--- src/rtl/resync_pkg.sv ---
// Package: shared constants and state type for the resync controller.
// Assumes: framing bytes follow the usual SONET/SDH sync values.
package resync_pkg;

    localparam logic [7:0] SYNC_HEAD_BYTE = 8'hF6;
    localparam logic [7:0] SYNC_TAIL_BYTE = 8'h28;

    typedef enum logic [1:0] {
        ST_WAIT   = 2'd0,  // request raised, awaiting frame pulse
        ST_VERIFY = 2'd1,  // pulse seen, awaiting first pattern check
        ST_LOCKED = 2'd2,  // in frame
        ST_PULSE  = 2'd3   // request dropped briefly before re-raising
    } sync_state_e;

endpackage

--- src/rtl/frame_byte_checker.sv ---
// Module: keeps the byte position within a frame and judges the framing
// pattern once per frame at the last framing byte.
// Assumes: bytes arrive aligned; PAT_LEN >= 4 so every offset value lands
// inside the pattern; a frame pulse reloads the position counter.
module frame_byte_checker
    import resync_pkg::*;
#(
    parameter int FRAME_LEN = 9720,
    parameter int A1_COUNT  = 12,
    parameter int A2_COUNT  = 12
) (
    input  logic       clk_i,
    input  logic       rst_ni,
    input  logic [7:0] rx_byte_i,
    input  logic       fp_i,
    input  logic [1:0] fp_offset_i,
    output logic       chk_valid_o,
    output logic       chk_good_o
);

    localparam int PAT_LEN = A1_COUNT + A2_COUNT;
    localparam int POS_W   = $clog2(FRAME_LEN);
    localparam int HIST_W  = (PAT_LEN - 1) * 8;
    localparam logic [POS_W-1:0] CHECK_POS = POS_W'(PAT_LEN - 1);
    localparam logic [POS_W-1:0] LAST_POS  = POS_W'(FRAME_LEN - 1);

    logic [POS_W-1:0]     pos_q;
    logic [POS_W-1:0]     cur_pos;
    logic [HIST_W-1:0]    hist_q;
    logic [PAT_LEN*8-1:0] window;
    logic [PAT_LEN-1:0]   match;
    logic                 chk_valid_q;
    logic                 chk_good_q;

    // Position of the current byte: a frame pulse overrides the counter.
    always_comb begin
        if (fp_i) begin
            cur_pos = CHECK_POS - POS_W'(fp_offset_i);
        end else begin
            cur_pos = pos_q;
        end
    end

    // Frame position counter, wrapping at the frame length.
    always_ff @(posedge clk_i) begin
        if (!rst_ni) begin
            pos_q <= '0;
        end else if (cur_pos == LAST_POS) begin
            pos_q <= '0;
        end else begin
            pos_q <= cur_pos + 1'b1;
        end
    end

    // History of the previous PAT_LEN-1 bytes, oldest in the top byte.
    always_ff @(posedge clk_i) begin
        if (!rst_ni) begin
            hist_q <= '0;
        end else begin
            hist_q <= {hist_q[HIST_W-9:0], rx_byte_i};
        end
    end

    assign window = {hist_q, rx_byte_i};

    // One comparator per pattern byte; byte i counts from the oldest.
    for (genvar i = 0; i < PAT_LEN; i++) begin : g_cmp
        localparam logic [7:0] EXP_BYTE =
            (i < A1_COUNT) ? SYNC_HEAD_BYTE : SYNC_TAIL_BYTE;
        assign match[i] = (window[(PAT_LEN - i) * 8 - 1 -: 8] == EXP_BYTE);
    end

    // Register the verdict taken at the last framing byte.
    always_ff @(posedge clk_i) begin
        if (!rst_ni) begin
            chk_valid_q <= 1'b0;
            chk_good_q  <= 1'b0;
        end else begin
            chk_valid_q <= (cur_pos == CHECK_POS);
            chk_good_q  <= &match;
        end
    end

    assign chk_valid_o = chk_valid_q;
    assign chk_good_o  = chk_good_q;

endmodule

--- src/rtl/bad_run_counter.sv ---
// Module: counts consecutive bad pattern checks while in frame and flags
// the check that completes the selected run length.
// Assumes: the counter is held clear whenever the block is not in frame.
module bad_run_counter #(
    parameter int LOW_LIMIT  = 4,
    parameter int HIGH_LIMIT = 5
) (
    input  logic clk_i,
    input  logic rst_ni,
    input  logic locked_i,
    input  logic chk_valid_i,
    input  logic chk_good_i,
    input  logic thresh5_i,
    output logic limit_o
);

    localparam int CNT_W = $clog2(HIGH_LIMIT + 1);
    localparam logic [CNT_W-1:0] LIM_LO = CNT_W'(LOW_LIMIT);
    localparam logic [CNT_W-1:0] LIM_HI = CNT_W'(HIGH_LIMIT);

    logic [CNT_W-1:0] cnt_q;
    logic [CNT_W-1:0] cnt_inc;
    logic [CNT_W-1:0] limit_sel;

    assign cnt_inc   = cnt_q + 1'b1;
    assign limit_sel = thresh5_i ? LIM_HI : LIM_LO;

    // Run counter: cleared out of frame and by any good check.
    always_ff @(posedge clk_i) begin
        if (!rst_ni || !locked_i) begin
            cnt_q <= '0;
        end else if (chk_valid_i) begin
            cnt_q <= chk_good_i ? '0 : cnt_inc;
        end
    end

    // The bad check that reaches the selected count raises the flag.
    always_comb begin
        limit_o = locked_i && chk_valid_i && !chk_good_i
                  && (cnt_inc == limit_sel);
    end

endmodule

--- src/rtl/resync_watchdog.sv ---
// Module: counts cycles spent awaiting a frame pulse and signals when a
// whole waiting window has elapsed.
// Assumes: run_i falls whenever the wait ends or a pulse arrives.
module resync_watchdog #(
    parameter int LIMIT = 29160
) (
    input  logic clk_i,
    input  logic rst_ni,
    input  logic run_i,
    output logic expire_o
);

    localparam int W = $clog2(LIMIT);
    localparam logic [W-1:0] LAST = W'(LIMIT - 1);

    logic [W-1:0] cnt_q;

    assign expire_o = run_i && (cnt_q == LAST);

    // Cycle counter: restarts on expiry or whenever waiting stops.
    always_ff @(posedge clk_i) begin
        if (!rst_ni || !run_i || expire_o) begin
            cnt_q <= '0;
        end else begin
            cnt_q <= cnt_q + 1'b1;
        end
    end

endmodule

--- src/rtl/oof_resync_fsm.sv ---
// Module: handshake state machine driving the out-of-frame request.
// Assumes: chk_valid_i arrives at most once per few cycles after a pulse;
// a frame pulse is acted on only while waiting for one.
module oof_resync_fsm
    import resync_pkg::*;
#(
    parameter int PULSE_LEN = 2
) (
    input  logic        clk_i,
    input  logic        rst_ni,
    input  logic        fp_i,
    input  logic        chk_valid_i,
    input  logic        chk_good_i,
    input  logic        bad_limit_i,
    input  logic        wd_expire_i,
    output sync_state_e state_o,
    output logic        oof_o,
    output logic        aligned_o
);

    localparam int PW = (PULSE_LEN > 1) ? $clog2(PULSE_LEN) : 1;
    localparam logic [PW-1:0] PULSE_LAST = PW'(PULSE_LEN - 1);

    sync_state_e   state_q;
    sync_state_e   state_d;
    logic [PW-1:0] pulse_cnt_q;
    logic          oof_q;
    logic          aligned_q;

    // Next-state decision for the handshake.
    always_comb begin
        state_d = state_q;
        case (state_q)
            ST_WAIT: begin
                if (fp_i) begin
                    state_d = ST_VERIFY;
                end else if (wd_expire_i) begin
                    state_d = ST_PULSE;
                end
            end
            ST_VERIFY: begin
                if (chk_valid_i) begin
                    state_d = chk_good_i ? ST_LOCKED : ST_PULSE;
                end
            end
            ST_LOCKED: begin
                if (bad_limit_i) begin
                    state_d = ST_WAIT;
                end
            end
            ST_PULSE: begin
                if (pulse_cnt_q == PULSE_LAST) begin
                    state_d = ST_WAIT;
                end
            end
            default: state_d = ST_WAIT;
        endcase
    end

    // State register; reset lands in the waiting state.
    always_ff @(posedge clk_i) begin
        if (!rst_ni) begin
            state_q <= ST_WAIT;
        end else begin
            state_q <= state_d;
        end
    end

    // Length of the low blip, counted only inside it.
    always_ff @(posedge clk_i) begin
        if (!rst_ni || state_q != ST_PULSE) begin
            pulse_cnt_q <= '0;
        end else begin
            pulse_cnt_q <= pulse_cnt_q + 1'b1;
        end
    end

    // Outputs registered from the next state so they leave flops.
    always_ff @(posedge clk_i) begin
        if (!rst_ni) begin
            oof_q     <= 1'b1;
            aligned_q <= 1'b0;
        end else begin
            oof_q     <= (state_d == ST_WAIT) || (state_d == ST_VERIFY);
            aligned_q <= (state_d == ST_LOCKED);
        end
    end

    assign state_o   = state_q;
    assign oof_o     = oof_q;
    assign aligned_o = aligned_q;

endmodule

--- src/rtl/deser_resync_ctrl.sv ---
// Module: top of the deserializer resync handshake controller.
// Assumes: byte-aligned receive data, one frame pulse per resync request,
// FRAME_LEN well above the pattern length.
module deser_resync_ctrl
    import resync_pkg::*;
#(
    parameter int FRAME_LEN  = 9720,
    parameter int A1_COUNT   = 12,
    parameter int A2_COUNT   = 12,
    parameter int LOW_LIMIT  = 4,
    parameter int HIGH_LIMIT = 5,
    parameter int PULSE_LEN  = 2,
    parameter int WD_FRAMES  = 3
) (
    input  logic       clk_i,
    input  logic       rst_ni,
    input  logic [7:0] rx_byte_i,
    input  logic       fp_i,
    input  logic       thresh5_i,
    input  logic [1:0] fp_offset_i,
    output logic       oof_o,
    output logic       aligned_o
);

    localparam int WD_LIMIT = WD_FRAMES * FRAME_LEN;

    logic        chk_valid;
    logic        chk_good;
    logic        bad_limit;
    logic        wd_expire;
    logic        wd_run;
    logic        locked;
    sync_state_e state;

    assign wd_run = (state == ST_WAIT) && !fp_i;
    assign locked = (state == ST_LOCKED);

    frame_byte_checker #(
        .FRAME_LEN (FRAME_LEN),
        .A1_COUNT  (A1_COUNT),
        .A2_COUNT  (A2_COUNT)
    ) u_check (
        .clk_i       (clk_i),
        .rst_ni      (rst_ni),
        .rx_byte_i   (rx_byte_i),
        .fp_i        (fp_i),
        .fp_offset_i (fp_offset_i),
        .chk_valid_o (chk_valid),
        .chk_good_o  (chk_good)
    );

    bad_run_counter #(
        .LOW_LIMIT  (LOW_LIMIT),
        .HIGH_LIMIT (HIGH_LIMIT)
    ) u_run (
        .clk_i       (clk_i),
        .rst_ni      (rst_ni),
        .locked_i    (locked),
        .chk_valid_i (chk_valid),
        .chk_good_i  (chk_good),
        .thresh5_i   (thresh5_i),
        .limit_o     (bad_limit)
    );

    resync_watchdog #(
        .LIMIT (WD_LIMIT)
    ) u_wdog (
        .clk_i    (clk_i),
        .rst_ni   (rst_ni),
        .run_i    (wd_run),
        .expire_o (wd_expire)
    );

    oof_resync_fsm #(
        .PULSE_LEN (PULSE_LEN)
    ) u_fsm (
        .clk_i       (clk_i),
        .rst_ni      (rst_ni),
        .fp_i        (fp_i),
        .chk_valid_i (chk_valid),
        .chk_good_i  (chk_good),
        .bad_limit_i (bad_limit),
        .wd_expire_i (wd_expire),
        .state_o     (state),
        .oof_o       (oof_o),
        .aligned_o   (aligned_o)
    );

endmodule

--- config.mk ---
export PLATFORM = sky130hd
export DESIGN_NAME = deser_resync_ctrl
export DESIGN_NICKNAME = d
export VERILOG_FILES = /design/src/rtl/resync_pkg.sv /design/src/rtl/frame_byte_checker.sv /design/src/rtl/bad_run_counter.sv /design/src/rtl/resync_watchdog.sv /design/src/rtl/oof_resync_fsm.sv /design/src/rtl/deser_resync_ctrl.sv
export SDC_FILE = /design/constraint.sdc
export NUM_CORES = 1
export LEC_CHECK = 0
export CAP_MARGIN = 10
export CORE_AREA = 2 2 109 111
export CTS_BUF_LIST = sky130_fd_sc_hd__clkbuf_16
export DETAILED_ROUTE_END_ITERATION = 7
export DIE_AREA = 0 0 111 113
export DONT_BUFFER_PORTS = 1
export PLACE_DENSITY = 0.77
export SLEW_MARGIN = 30
export SYNTH_ARGS = -nofsm -noshare
export SYNTH_HDL_FRONTEND = slang
export SYNTH_SLANG_ARGS = --single-unit
export TNS_END_PERCENT = 10
--- constraint.sdc ---
create_clock -name clk_i -period 4.65 [get_ports clk_i]
set_input_delay 0.2325 -clock clk_i [delete_from_list [all_inputs] [get_ports clk_i]]
set_output_delay 0.2325 -clock clk_i [all_outputs]
set_load 0.02 [all_outputs]
After elaboration in Yosys (flattened, before gate mapping)
Index checks and enable logic that the tools add are counted.
- register bits: 223
- bits in latches: 0
- bits in writable memories: 0
- memory bits (read-only): 0
- input port bits: 14
- output and inout bits: 2
- logic and storage cells: 79
- memories kept: 0
- add/subtract/negate cells: 5
- multiply operators: 0
- divide/modulo/power cells: 0
- order comparisons: 0
- eq/ne operators: 34
- shift-type cells: 0
- muxes and demuxes: 10
- bitwise logic cells: 1
- reductions and logical operators: 19
- operators with widths (kind ; number):
    == test 8 x 6 -> 1 bit (second input constant) ; 12
    == test 8 bit (second input constant) ; 12
    AND reduction 24 bit ; 1
    adder 15 x 1 -> 15 bit (second input constant) ; 1
    == test 15 bit (second input constant) ; 1
    adder 14 x 1 -> 14 bit (second input constant) ; 1
    == test 14 bit (second input constant) ; 1
    == test 14 x 5 -> 1 bit (second input constant) ; 1
    two-way mux 14 bit ; 1
    two-way mux 2 bit ; 5
    case mux 2 bit (4 select lines) ; 1
    == test 2 bit (second input constant) ; 3
    subtractor 5 x 2 -> 6 bit (first input constant) ; 1
    logical AND 1 bit ; 5
    zero test 1 bit ; 5
    logical OR 1 bit ; 5
    == test 2 x 1 -> 1 bit (second input constant) ; 2
    zero test 2 bit ; 2
    adder 3 x 1 -> 3 bit (second input constant) ; 1
    == test 3 bit ; 1
    two-way mux 3 bit ; 1
    two-way mux 1 bit ; 2
    inequality test 2 bit (second input constant) ; 1
    OR reduction 2 bit ; 1
    other kinds (2) ; 2

Logic depth before layout (Yosys ltp)
Gate-level depths: netlist of run 1.
- word-level depth: 8
- mapped depth: 9
- depth with buffers taken out: 7

Modules after synthesis
Synthesis of run 1 repeated with hierarchy kept, for this count alone.
- cell total of the unflattened synthesis: 652
- area total of the unflattened synthesis: 7318.3 µm²
- modules (own cells, without submodules) (module ; times used ; cells each ; area each (µm²)):
    frame_byte_checker ; 1 ; 537 ; 6236.0
    resync_watchdog ; 1 ; 74 ; 676.9
    oof_resync_fsm ; 1 ; 20 ; 206.4
    bad_run_counter ; 1 ; 19 ; 182.7
    deser_resync_ctrl ; 1 ; 2 ; 16.3

Least setup slack after synthesis of run 1
OpenSTA, ideal clock, no wires.
- path type: input port to flip-flop
- start point: input fp_i
- end point: register u_check.pos_q[6]
- setup time: 0.144 ns
- data arrival time: 1.699 ns
- required time: 4.506 ns
- setup slack: 2.807 ns
- cell stages on the path: 8
- path through: buf_2 -> buf_6 -> nor2_1 -> a21oi_1 -> ha_1 -> o21ai_0 -> o311ai_1 -> nor2_1
- longest elaborated chain between the ends: 3
- elaborated cells on any way between the ends: 4
- those cells by class: add/sub (1); eq/ne (1); mux (1); reduce/logical (1)
- RTL lines (item ; line ; source):
    from (decl) ; deser_resync_ctrl.sv:18 ; input logic fp_i,
    two-way mux 14 bit (*) ; frame_byte_checker.sv:37 ; if (fp_i) begin
    parallel branches: the longest is 2 deep, another holds adder 14 x 1 -> 14 bit ; n/a ;
    to (signal assigned) ; frame_byte_checker.sv:51 ; pos_q <= cur_pos + 1'b1;
    to (decl) ; frame_byte_checker.sv:27 ; logic [POS_W-1:0] pos_q;
Mark *: on every way between the ends.
A chain may end at the register's enable or synchronous reset.

Worst setup path after layout of run 1
Same ends and word-level chain as after synthesis.

==> results of run 1 <==
-- power groups by stage --
stage | registers, mW | clock network, mW | logic (mW)
after CTS | 1.94 | 1.75 | 0.0672
after global placement | 1.98 | 0 | 0.0351
after detailed placement | 1.98 | 0 | 0.0364
after global routing | 1.94 | 1.83 | 0.0752
final | 1.94 | 1.72 | 0.0676
after floorplan | 1.98 | 0 | 0.0514
-- metal layers --
| metal | vias up | routed length, um | GRT usage |
|---|---|---|---|
| met1 | 2141 | 5711 | 0.2620 |
| met4 | 0 | 241 | 0.06333 |
| li1 | 2261 | - | - |
| met5 | - | 0 | 0 |
| met3 | 29 | 521 | 0.03107 |
| met2 | 79 | 6187 | 0.3562 |
-- cell usage after synthesis (all sizes together) (3+ instances only) --
cell type / count / area, um2
o21ai: 6 / 30.03
nand2: 9 / 36.29
and3: 4 / 26.28
nand3: 12 / 65.06
or4: 5 / 41.29
a31oi: 4 / 25.02
nor2: 35 / 131.4
dfxtp: 223 / 4464
nand4: 17 / 106.4
or4bb: 5 / 56.30
nor4b: 13 / 113.9
nand4b: 11 / 96.34
or3: 3 / 18.77
nor4bb: 7 / 70.07
nor2b: 8 / 50.05
and2: 186 / 1164
nor4: 18 / 112.6
clkbuf: 21 / 88.83
inv: 8 / 30.03
ha: 3 / 37.54
xor2: 7 / 61.31
xnor2: 14 / 122.6
buf: 4 / 35.03
o31ai: 3 / 22.52
nor3: 4 / 20.02
a21oi: 11 / 58.81
or3b: 3 / 26.28
-- flip-flops by register name, indices dropped and copies added, names as in the netlist --
register,flops
u_check.hist_q,184
u_wdog.cnt_q,15
u_check.pos_q,14
u_run.cnt_q,3
u_fsm.state_o,2
u_check.chk_good_o,1
u_check.chk_valid_o,1
u_fsm.aligned_o,1
u_fsm.oof_o,1
u_fsm.pulse_cnt_q,1
-- worst max-delay path, stage by stage --
cell	delay, ns
dlygate4sd3_1	0.65
a21oi_1	0.23
ha_1	0.23
o21ai_0	0.17
o311ai_1	0.73
nor2_1	0.10
-- layout make-up --
cell class / count / area share
sequential: 223 / 0.5443
multi-input combinational: 404 / 0.3207
clock buffer: 23 / 0.07018
timing repair buffer: 17 / 0.02288
tap: 143 / 0.02182
clock inverter: 14 / 0.01648
inverter: 8 / 0.003661
-- path summary, 6_finish.rpt --
path / startpoint / end / slack [ns] / depth (start not counted)
max: fp_i / u_check.pos_q[6]$_SDFF_PP0_ / 2.64 / 6
min reg2reg: u_check.hist_q[106]$_SDFF_PN0_ / u_check.hist_q[114]$_SDFF_PN0_ / 0.45 / 1
min: fp_i / u_check.pos_q[0]$_SDFF_PP0_ / 0.009 / 3
max reg2reg: u_check.hist_q[101]$_SDFF_PN0_ / u_check.chk_good_o$_SDFF_PN0_ / 2.66 / 4
-- through the flow --
stage,area [um2],cells,setup slack (ns),util,hold slack (ns)
final,8202,832,2.643,0.7276,0.008805
after CTS,8202,832,2.647,0.7276,0.005023
after global placement,7303,778,2.776,0.6479,0.3602
after global routing,8202,832,2.420,0.7276,0.03215
after floorplan,7248,660,2.807,-,0.3598
after detailed placement,7303,778,2.709,0.6479,0.3630
-- cell families after synthesis --
logic type	count (synthesis)	share of synthesized area
compound gates	29	0.02469
xor+xnor	21	0.02538
fa+ha+maj	3	0.005179
buf+inv	33	0.02123
flops	223	0.6159
mux	1	0.001381
simple gates	350	0.3062
==> summary.md, run 1 <==
| Metric | Value |
|---|---|
| Run status | `complete, no violations` |
| CP required | `approximately 5.0 ns` |
| Post-CTS sizing | `0` |
| Core Rows | `39` |
| Syn Inst Count | `660` |
| Slew @ Worst Pin | `between 0.7 and 0.8 ns` |
| Post-synth EDFFs | `0` |
| Pwr Density | `~450 nW/um2` |
| Max Cap Viol | `0` |
| Post-CTS setup buffer count | `0` |
| Fmax | `498.3 MHz` |
| Post-Syn Area per Cell | `between 10 and 15 um2` |
| Slew headroom | `0.4651` |
| Final hold vios | `0` |
| Commonest non-fill, non-tap cells in the layout | `dfxtp_1 (223), and2_1 (186), nor2_1 (35), clkbuf_16 (23), nor4_1 (18)` |
| Port Buf Inserts | `0` |
| # IOs | `16` |
| Comb power frac | `0.018` |
| Total Power | `roughly 3.7 mW` |
| Final WL | `between 10000 and 15000 um` |
| Die Span X | `around 110 um` |
| P_leak | `slightly above 3 nW` |
| Area of the multi-input gates | `roughly 2600 um2` |
| CTS Hold Buffers Added | `17` |
| DRC viols | `0` |
| Inserted Clock Buffers | `22` |
| WS Path Type | `in -> reg` |
| Antenna cells | `0` |
| DR pass1 iterations | `4` |
| Post-DRT Antenna Nets | `0` |
| Initial antenna violation count | `0` |
| WL per Instance | `around 15 um` |
| H-tree depth | `1` |
| 1st-iter DRT viols | `~330` |
| Die H | `113 um` |
| GR Overflow Total | `0` |
| Setup violations, final | `0` |
| Synthesized flop and latch total | `roughly 220` |
| Die area | `between 10000 and 15000 um2` |
| Worst Skew | `0.007247 ns` |
| CTS tree | `yes` |
| Layout net count | `roughly 690` |
| First-pass GRT wire length | `between 20000 and 25000 um` |
| Layout cell share with drive strength beyond 1 | `0.05660` |
| Internal | `roughly 3.0 mW` |
| Worst VDD drop | `approximately 0.00032 V` |
| Synth-to-layout area growth | `13.15%` |
| Slew Viols, Final | `0` |
| Synth cell types | `48` |
| Ys async rst share | `0` |
| Post-layout min period | `roughly 2 ns` |
| Root Driver | `clkbuf_16` |
| Fill count | `807` |
| Most common cell after layout, fill and taps aside | `dfxtp_1` |
| Crit end category | `register` |
| RD Place Congestion | `slightly below 0.9` |
| Clock slew at reported path FFs | `0.06 ns` |
| Vias | `4510` |
| Placed wire-length estimate | `7950 um` |
| RSZ-0062 raised after global routing | `false` |
| Synth Cell Area | `7248 um2` |
| Clk Latency, worst-skew pair | `~0.5 ns` |
| Sw frac | `0.1926` |
| Psw | `between 700 and 800 uW` |
| Number of synthesis warnings | `0` |
| GRT Total Usage | `0.2033` |
| Fin crit share | `0.4316` |
| Register area share after synthesis | `0.6159` |
| CP max FO | `12` |
| Mapped Nets | `just under 700` |
| Crit start category | `input pin` |
| Min-Delay Path Class | `in -> reg` |
| Setup TNS | `0 ns` |
| Ys flop type | `dfxtp_1` |
| Initial Utilization | `0.6430` |
| CP arrival | `approximately 2.4 ns` |
| Flop pwr share | `0.520` |
| Largest net degree at the start of global routing | `187` |
| Vias/cell | `between 5 and 6` |
| Core Footprint | `11270 um2` |
| Vias in the first global route | `4430` |
| Clock Tree Buf Depth | `3` |
| Sequential cell area | `4464 um2` |
| Clk sinks | `between 200 and 250` |
| Clk pwr share | `0.462` |
Power figures use the tool's default switching activity.
==> run 2: changes to the inputs <==
--- a/config.mk
+++ b/config.mk
@@ -6,12 +6,12 @@
 export NUM_CORES = 1
 export LEC_CHECK = 0
 export CAP_MARGIN = 10
-export CORE_AREA = 2 2 109 111
+export CORE_AREA = 2 2 117 119
 export CTS_BUF_LIST = sky130_fd_sc_hd__clkbuf_16
 export DETAILED_ROUTE_END_ITERATION = 7
-export DIE_AREA = 0 0 111 113
+export DIE_AREA = 0 0 119 121
 export DONT_BUFFER_PORTS = 1
-export PLACE_DENSITY = 0.77
+export PLACE_DENSITY = 0.7
 export SLEW_MARGIN = 30
 export SYNTH_ARGS = -nofsm -noshare
 export SYNTH_HDL_FRONTEND = slang
==> constraint.sdc (replaced) <==
create_clock -name clk_i -period 1.6 [get_ports clk_i]
set_input_delay 0.08 -clock clk_i [delete_from_list [all_inputs] [get_ports clk_i]]
set_output_delay 0.08 -clock clk_i [all_outputs]
set_load 0.02 [all_outputs]
==> run 2 against run 1 <==
Net effect:
- the run now ends with hold timing, setup timing left
- worst setup slack got worse by 2.8 ns
- combinational power rose to 3.8 times the previous value
- worst hold slack lost 0.022 ns
- sequential share of layout area fell by 6.6 points
- flip-flop and latch count did not move
- clock skew rose by 0.012 ns
- non-clock buffer count up 97
- first-iteration DRC count is 16% lower
- critical path depth shrank 2
- total power grew to 2.9 times the previous value
- critical path type is now reg -> reg
- critical endpoint is now u_check.chk_good_o$_SDFF_PN0_
- largest cell class unchanged
- highest routed layer unchanged
==> summary.md, run 2 (synthesized netlist as in run 1, its figures left out) <==
| Metric | Value |
|---|---|
| Bufs and invs on worst path | `0` |
| Setup TNS | `-0.5424 ns` |
| Port Buf Inserts | `0` |
| Fin crit share | `1.077` |
| Die area | `14400 um2` |
| Placed wire-length estimate | `roughly 8500 um` |
| 1st-iter DRT viols | `between 200 and 300` |
| RD Place Congestion | `~0.8` |
| Initial antenna violation count | `0` |
| Setup violations, final | `18` |
| Psw | `about 2.2 mW` |
| First-pass GRT wire length | `24460 um` |
| Max Cap Viol | `0` |
| H-tree depth | `1` |
| Final hold vios | `1` |
| Worst Skew | `about 0.020 ns` |
| Crit-path leading delay family | `simple AND/OR/NAND/NOR gates` |
| Slowest CP cell | `or4bb_1` |
| CP required | `around 2 ns` |
| Worst VDD drop | `between 0.0009 and 0.001 V` |
| Fin area | `approximately 9400 um2` |
| Instance count on the critical path | `4` |
| End of the critical path | `u_check.chk_good_o$_SDFF_PN0_` |
| Comb power frac | `0.024` |
| RR Endpoint | `u_check.chk_good_o$_SDFF_PN0_` |
| R2r setup slk | `-0.12 ns` |
| Largest net degree at the start of global routing | `about 130` |
| Failing checks | `hold timing, setup timing` |
| Crit start category | `register` |
| Max FFs per register | `between 150 and 200` |
| Worst slack, placed | `-0.3675 ns` |
| # IOs | `16` |
| DR pass1 iterations | `5` |
| WL per Instance | `15.61 um` |
| Commonest non-fill, non-tap cells in the layout | `dfxtp_1 (216), and2_1 (186), dlygate4sd3_1 (76), buf_4 (36), nor2_1 (33)` |
| WS Path Type | `reg -> reg` |
| Antenna cells | `0` |
| Final WL | `15000 um` |
| CTS tree | `yes` |
| Clk pwr share | `0.448` |
| Final WS setup | `-0.1236 ns` |
| FF-to-FF Start | `u_check.hist_q[106]$_SDFF_PN0_` |
| Fmax | `between 500 and 600 MHz` |
| CP max FO | `2` |
| DRC viols | `0` |
| Flop pwr share | `0.528` |
| Most flops, register | `u_check.hist_q` |
| Die Span X | `around 120 um` |
| GRT Total Usage | `0.2102` |
| Slew headroom | `0.6036` |
| Crit path cell chain | `or4bb_1, nor4_4, nand3_1, nor4_2` |
| Setup crit start | `u_check.hist_q[106]$_SDFF_PN0_` |
| Largest regs | `u_check.hist_q: 184 flops, u_wdog.cnt_q: 15 flops, u_check.pos_q: 14 flops` |
| Layout cell share with drive strength beyond 1 | `0.1465` |
| Post-layout min period | `around 1.7 ns` |
| Clk sinks | `around 220` |
| Vias | `between 4000 and 5000` |
| GR Overflow Total | `0` |
| Slew Viols, Final | `0` |
| P_leak | `about 3.8 nW` |
| CP arrival | `~2.1 ns` |
| Layout net count | `between 700 and 800` |
| Die H | `121 um` |
| Core Footprint | `roughly 13000 um2` |
| Run status | `finished with violations` |
| Synth-to-layout area growth | `29.12%` |
| Clock Tree Buf Depth | `3` |
| Vias in the first global route | `~5200` |
| R2R cell count | `4` |
| Pwr Density | `1142 nW/um2` |
| DP Area | `between 7000 and 8000 um2` |
| Hold slack final | `-0.01280 ns` |
| Inserted Clock Buffers | `22` |
| Sw frac | `0.2011` |
| Internal | `~8.5 mW` |
| Core Rows | `42` |
| Root Driver | `clkbuf_16` |
| Clock slew at reported path FFs | `0.06 ns` |
| Most common cell after layout, fill and taps aside | `dfxtp_1` |
| Clk Latency, worst-skew pair | `0.49 ns` |
| Max stage delay on crit path | `0.56 ns` |
| Min-Delay Path Class | `in -> reg` |
| Slew @ Worst Pin | `0.5946 ns` |
| RSZ-0062 raised after global routing | `true` |
| Initial Utilization | `0.5539` |
| Post-DRT Antenna Nets | `0` |
| Vias/cell | `just over 5` |
| Crit end category | `register` |
==> run 2: cell count changes in the layout (fill, tap and decap cells not counted), sizes merged <==
cell,change
bufinv,-1
clkinv,-3
dlygate4sd3,+60
inv,+4
buf,+36
clkbuf,-1
dlymetal6s4s,+1
==> run 2: area by class of cell <==
class | count | area [um2]
sequential | 223 | 4473
fill | 912 | 3726
multi-input combinational | 404 | 2895
timing repair buffer | 114 | 1071
clock buffer | 22 | 550.5
tap | 176 | 220.2
clock inverter | 14 | 118.9
inverter | 8 | 30.03
==> run 2: metrics by stage <==
stage	utilization	hold WS, ns	instances	power (mW)
6_report	0.7152	-0.01280	961	10.69
3_5_place_dp	0.5828	0.2103	846	5.896
4_1_cts	0.7033	-0.07068	958	10.74
5_1_grt	0.7152	0.006579	961	11.03
3_3_place_gp	0.5828	0.2103	846	5.888
2_1_floorplan	-	0.2073	660	5.897
==> run 2: repair_timing <==
item / CTS / global route
buffers inserted: 1 / 2
resized for setup: 25 / 26
pin swaps: 20 / 10
endpoints found under the hold margin: 222 / 1
hold buffers: 77 / 1
endpoints found under the setup margin: 30 / 31
==> run 2: tightest hold or removal path: cells and delay by family <==
family                     cells  cell delay, ns
adders and majority gates      1            0.24
buffers and inverters          1            0.04
and+or+nand+nor                1            0.04
AOI/OAI and AO/OA              1            0.03
==> run 2: worst min-delay path by stage <==
stage | end | from | depth (start not counted) | slack, ns
after detailed placement | u_check.hist_q[5]$_SDFF_PN0_ | rx_byte_i[5] | 1 | 0.21
after CTS | u_check.chk_good_o$_SDFF_PN0_ | rx_byte_i[1] | 4 | -0.07
after global placement | u_check.hist_q[6]$_SDFF_PN0_ | rx_byte_i[6] | 1 | 0.21
after floorplan | u_check.hist_q[0]$_SDFF_PN0_ | rx_byte_i[0] | 1 | 0.21
after global routing | u_check.pos_q[1]$_SDFF_PP0_ | fp_i | 4 | 0.007
final | u_check.pos_q[1]$_SDFF_PP0_ | fp_i | 4 | -0.01
==> run 2: power groups by stage <==
stage	logic, mW	clock network (mW)	registers, mW
6_report	0.259	4.79	5.64
4_1_cts	0.243	4.86	5.64
3_3_place_gp	0.133	0	5.76
2_1_floorplan	0.152	0	5.75
5_1_grt	0.284	5.10	5.65
3_5_place_dp	0.138	0	5.76
==> run 2: metal layers <==
metal,vias to the layer above,wire length (um),GRT usage
li1,2452,-,-
met1,2393,6263,0.2467
met2,77,7907,0.3966
met3,23,518,0.03383
met4,0,314,0.05655
met5,-,0,0
==> run 3: changes to the inputs <==
--- a/config.mk
+++ b/config.mk
@@ -5,11 +5,12 @@
 export SDC_FILE = /design/constraint.sdc
 export NUM_CORES = 1
 export LEC_CHECK = 0
+export ABC_AREA = 1
 export CAP_MARGIN = 10
-export CORE_AREA = 2 2 117 119
+export CORE_AREA = 2 2 124 126
 export CTS_BUF_LIST = sky130_fd_sc_hd__clkbuf_16
 export DETAILED_ROUTE_END_ITERATION = 7
-export DIE_AREA = 0 0 119 121
+export DIE_AREA = 0 0 126 128
 export DONT_BUFFER_PORTS = 1
 export PLACE_DENSITY = 0.7
 export SLEW_MARGIN = 30
==> run 3 against run 2 <==
Net effect:
- the flow now finishes without violations
- via count grew 33%
- critical path depth grew 2
- register-to-register slack gained 0.21 ns
- flip-flop and latch count is the same
- global-route usage shrank 1.9 points
- final cell count grew 51%
- die area grew 12%
- clock power grew 12%
- critical path type unchanged
- critical endpoint is now u_check.pos_q[2]$_SDFF_PP0_
==> summary.md, run 3 <==
| Metric | Value |
|---|---|
| Run status | `complete, no violations` |
| Worst Skew | `about 0.0087 ns` |
| Ys async rst share | `0` |
| Clk Latency, worst-skew pair | `a little over 0.5 ns` |
| Number of synthesis warnings | `0` |
| Clk sinks | `about 220` |
| Largest regs | `u_check.hist_q: 184 flops, u_wdog.cnt_q: 15 flops, u_check.pos_q: 14 flops` |
| Fmax | `~660 MHz` |
| Final hold vios | `0` |
| Root Driver | `clkbuf_16` |
| Leading post-synthesis cells by cell area | `dfxtp_1 (55%), nand2_1 (15%), inv_1 (15%)` |
| Final WL | `15510 um` |
| DR pass1 iterations | `5` |
| Crit end category | `register` |
| Worst VDD drop | `0.0008394 V` |
| Die area | `approximately 16000 um2` |
| Slowest CP cell | `dlygate4sd3_1` |
| Post-layout min period | `about 1.5 ns` |
| Pwr Density | `around 1100 nW/um2` |
| Max stage delay on crit path | `0.56 ns` |
| # IOs | `16` |
| Port Buf Inserts | `0` |
| Vias in the first global route | `about 6400` |
| Fin crit share | `0.9491` |
| Max FFs per register | `approximately 180` |
| Synth Cell Area | `~8100 um2` |
| Die H | `around 130 um` |
| Post-synth EDFFs | `0` |
| 1st-iter DRT viols | `approximately 250` |
| Commonest non-fill, non-tap cells in the layout | `nand2_1 (331), inv_1 (322), dfxtp_1 (223), dlygate4sd3_1 (123), nor2_1 (91)` |
| Core Footprint | `around 15000 um2` |
| CP arrival | `just under 2 ns` |
| Initial antenna violation count | `0` |
| Synthesized flop and latch total | `about 220` |
| Clock slew at reported path FFs | `0.06 ns` |
| Vias/cell | `between 4 and 5` |
| Slew Viols, Final | `0` |
| RD Place Congestion | `around 0.86` |
| Count leader, synth | `nand2_1` |
| DRC viols | `0` |
| Largest net degree at the start of global routing | `107` |
| Register area share after synthesis | `0.5510` |
| Fill count | `1153` |
| Die Span X | `126 um` |
| Setup violations, final | `0` |
| Post-CTS setup buffer count | `0` |
| Slew @ Worst Pin | `around 0.51 ns` |
| Synth cell types | `28` |
| Largest area contributor in the netlist | `dfxtp_1` |
| Vias | `6601` |
| Total Power | `~11 mW` |
| Post-Syn Area per Cell | `approximately 7.3 um2` |
| Most flops, register | `u_check.hist_q` |
| Max Cap Viol | `0` |
| WS Path Type | `reg -> reg` |
| Mapped Nets | `between 1000 and 1500` |
| Initial Utilization | `0.5451` |
| CTS tree | `yes` |
| Final core utilization | `0.6974` |
| WL per Instance | `between 10 and 15 um` |
| Core Rows | `45` |
| RSZ-0062 raised after global routing | `true` |
| GRT Total Usage | `0.1912` |
| Top post-synthesis cells by count | `nand2_1 (331), inv_1 (317), dfxtp_1 (223)` |
| Hold slack final | `about 0.0087 ns` |
| Crit start category | `register` |
| Inserted Clock Buffers | `23` |
| CP max FO | `3` |
| Layout net count | `approximately 1300` |
| Slew headroom | `0.6577` |
| Min-Delay Path Class | `in -> reg` |
| Ys flop type | `dfxtp_1` |
| P_leak | `5.151 nW` |
| GR Overflow Total | `0` |
| First-pass GRT wire length | `roughly 26000 um` |
| Placed wire-length estimate | `7914 um` |
| Most common cell after layout, fill and taps aside | `nand2_1` |
| Crit path top cell by count | `nor2_2` |
| CP required | `2.03 ns` |
| Crit path cell chain | `nor2_2, nor2_2, ha_1, nand2_1, dlygate4sd3_1, a21oi_1` |
| Top cell type's share of synthesized area | `0.5510` |
| Post-DRT Antenna Nets | `0` |
| Synth-to-layout area growth | `27.93%` |
| Antenna cells | `0` |
| Syn Inst Count | `between 1000 and 1500` |
| Clock Tree Buf Depth | `3` |
| H-tree depth | `1` |
| Layout cell share with drive strength beyond 1 | `0.05226` |
[run 3: kinds of logic (layout without fill, tap and decap cells)]
family                   after synthesis  count (layout)  synth area share
flip-flops                           223             223            0.5510
AND/OR/NAND/NOR                      507             507            0.2594
adder cells (fa/ha/maj)                3               3          0.004633
XOR/XNOR                               1               1          0.001081
AO/OA/AOI/OAI                         35              35           0.02286
buffers and inverters                343             494            0.1611
[run 3: final cells by class]
cell class	instances	area [um2]	share of cell area
Clock inverter	18	187.7	0.01810
Inverter	319	1197	0.1155
Multi-Input combinational cell	546	2354	0.2270
Sequential cell	223	4464	0.4307
Clock buffer	23	575.6	0.05552
Timing Repair Buffer	134	1353	0.1305
Tap cell	188	235.2	0.02269
[run 3: routing by layer]
metal	part of all wire	routed length (um)	track usage
met4	0.021	328	0.05947
met3	0.033	512	0.03297
met2	0.53	8180	0.3697
met1	0.42	6486	0.2126
met5	0	0	0
[run 3: critical path: cells and delay by family (launching register included)]
family | cells | cell delay, ns
DFF | 1 | 0.32
buffers and inverters | 1 | 0.56
adders and majority gates | 1 | 0.21
and+or+nand+nor | 3 | 0.21
AOI/OAI and AO/OA | 1 | 0.15
[run 3: final timing paths]
check | slack, ns | cells after the start | from | to
setup reg to reg | 0.08 | 6 | u_check.pos_q[0]$_SDFF_PP0_ | u_check.pos_q[2]$_SDFF_PP0_
hold reg to reg | 0.43 | 2 | u_check.hist_q[86]$_SDFF_PN0_ | u_check.hist_q[94]$_SDFF_PN0_
hold / removal | 0.009 | 5 | fp_i | u_check.pos_q[1]$_SDFF_PP0_
setup / recovery | 0.08 | 6 | u_check.pos_q[0]$_SDFF_PP0_ | u_check.pos_q[2]$_SDFF_PP0_
[run 3: through the flow]
stage	TNS [ns]	instances	instance area (um2)	setup slack, ns
floorplan	0	1112	8103	0.1173
global placement	0	1282	8275	0.1192
detailed placement	0	1282	8275	0.07334
CTS	0	1449	10320	0.04541
global route	-0.1055	1451	10370	-0.01723
finish	0	1451	10370	0.08151
[run 3: repair_timing]
item	4_1_cts	5_1_grt
setup endpoints to repair	0	26
hold buffers	126	0
resized for setup	0	10
hold endpoints to repair	222	0
[run 3: power by group]
group          switching, mW  internal [mW]
Clock                   2.12           3.26
Combinational          0.186          0.142
Sequential            0.0382           5.61
Total                   2.35           9.01
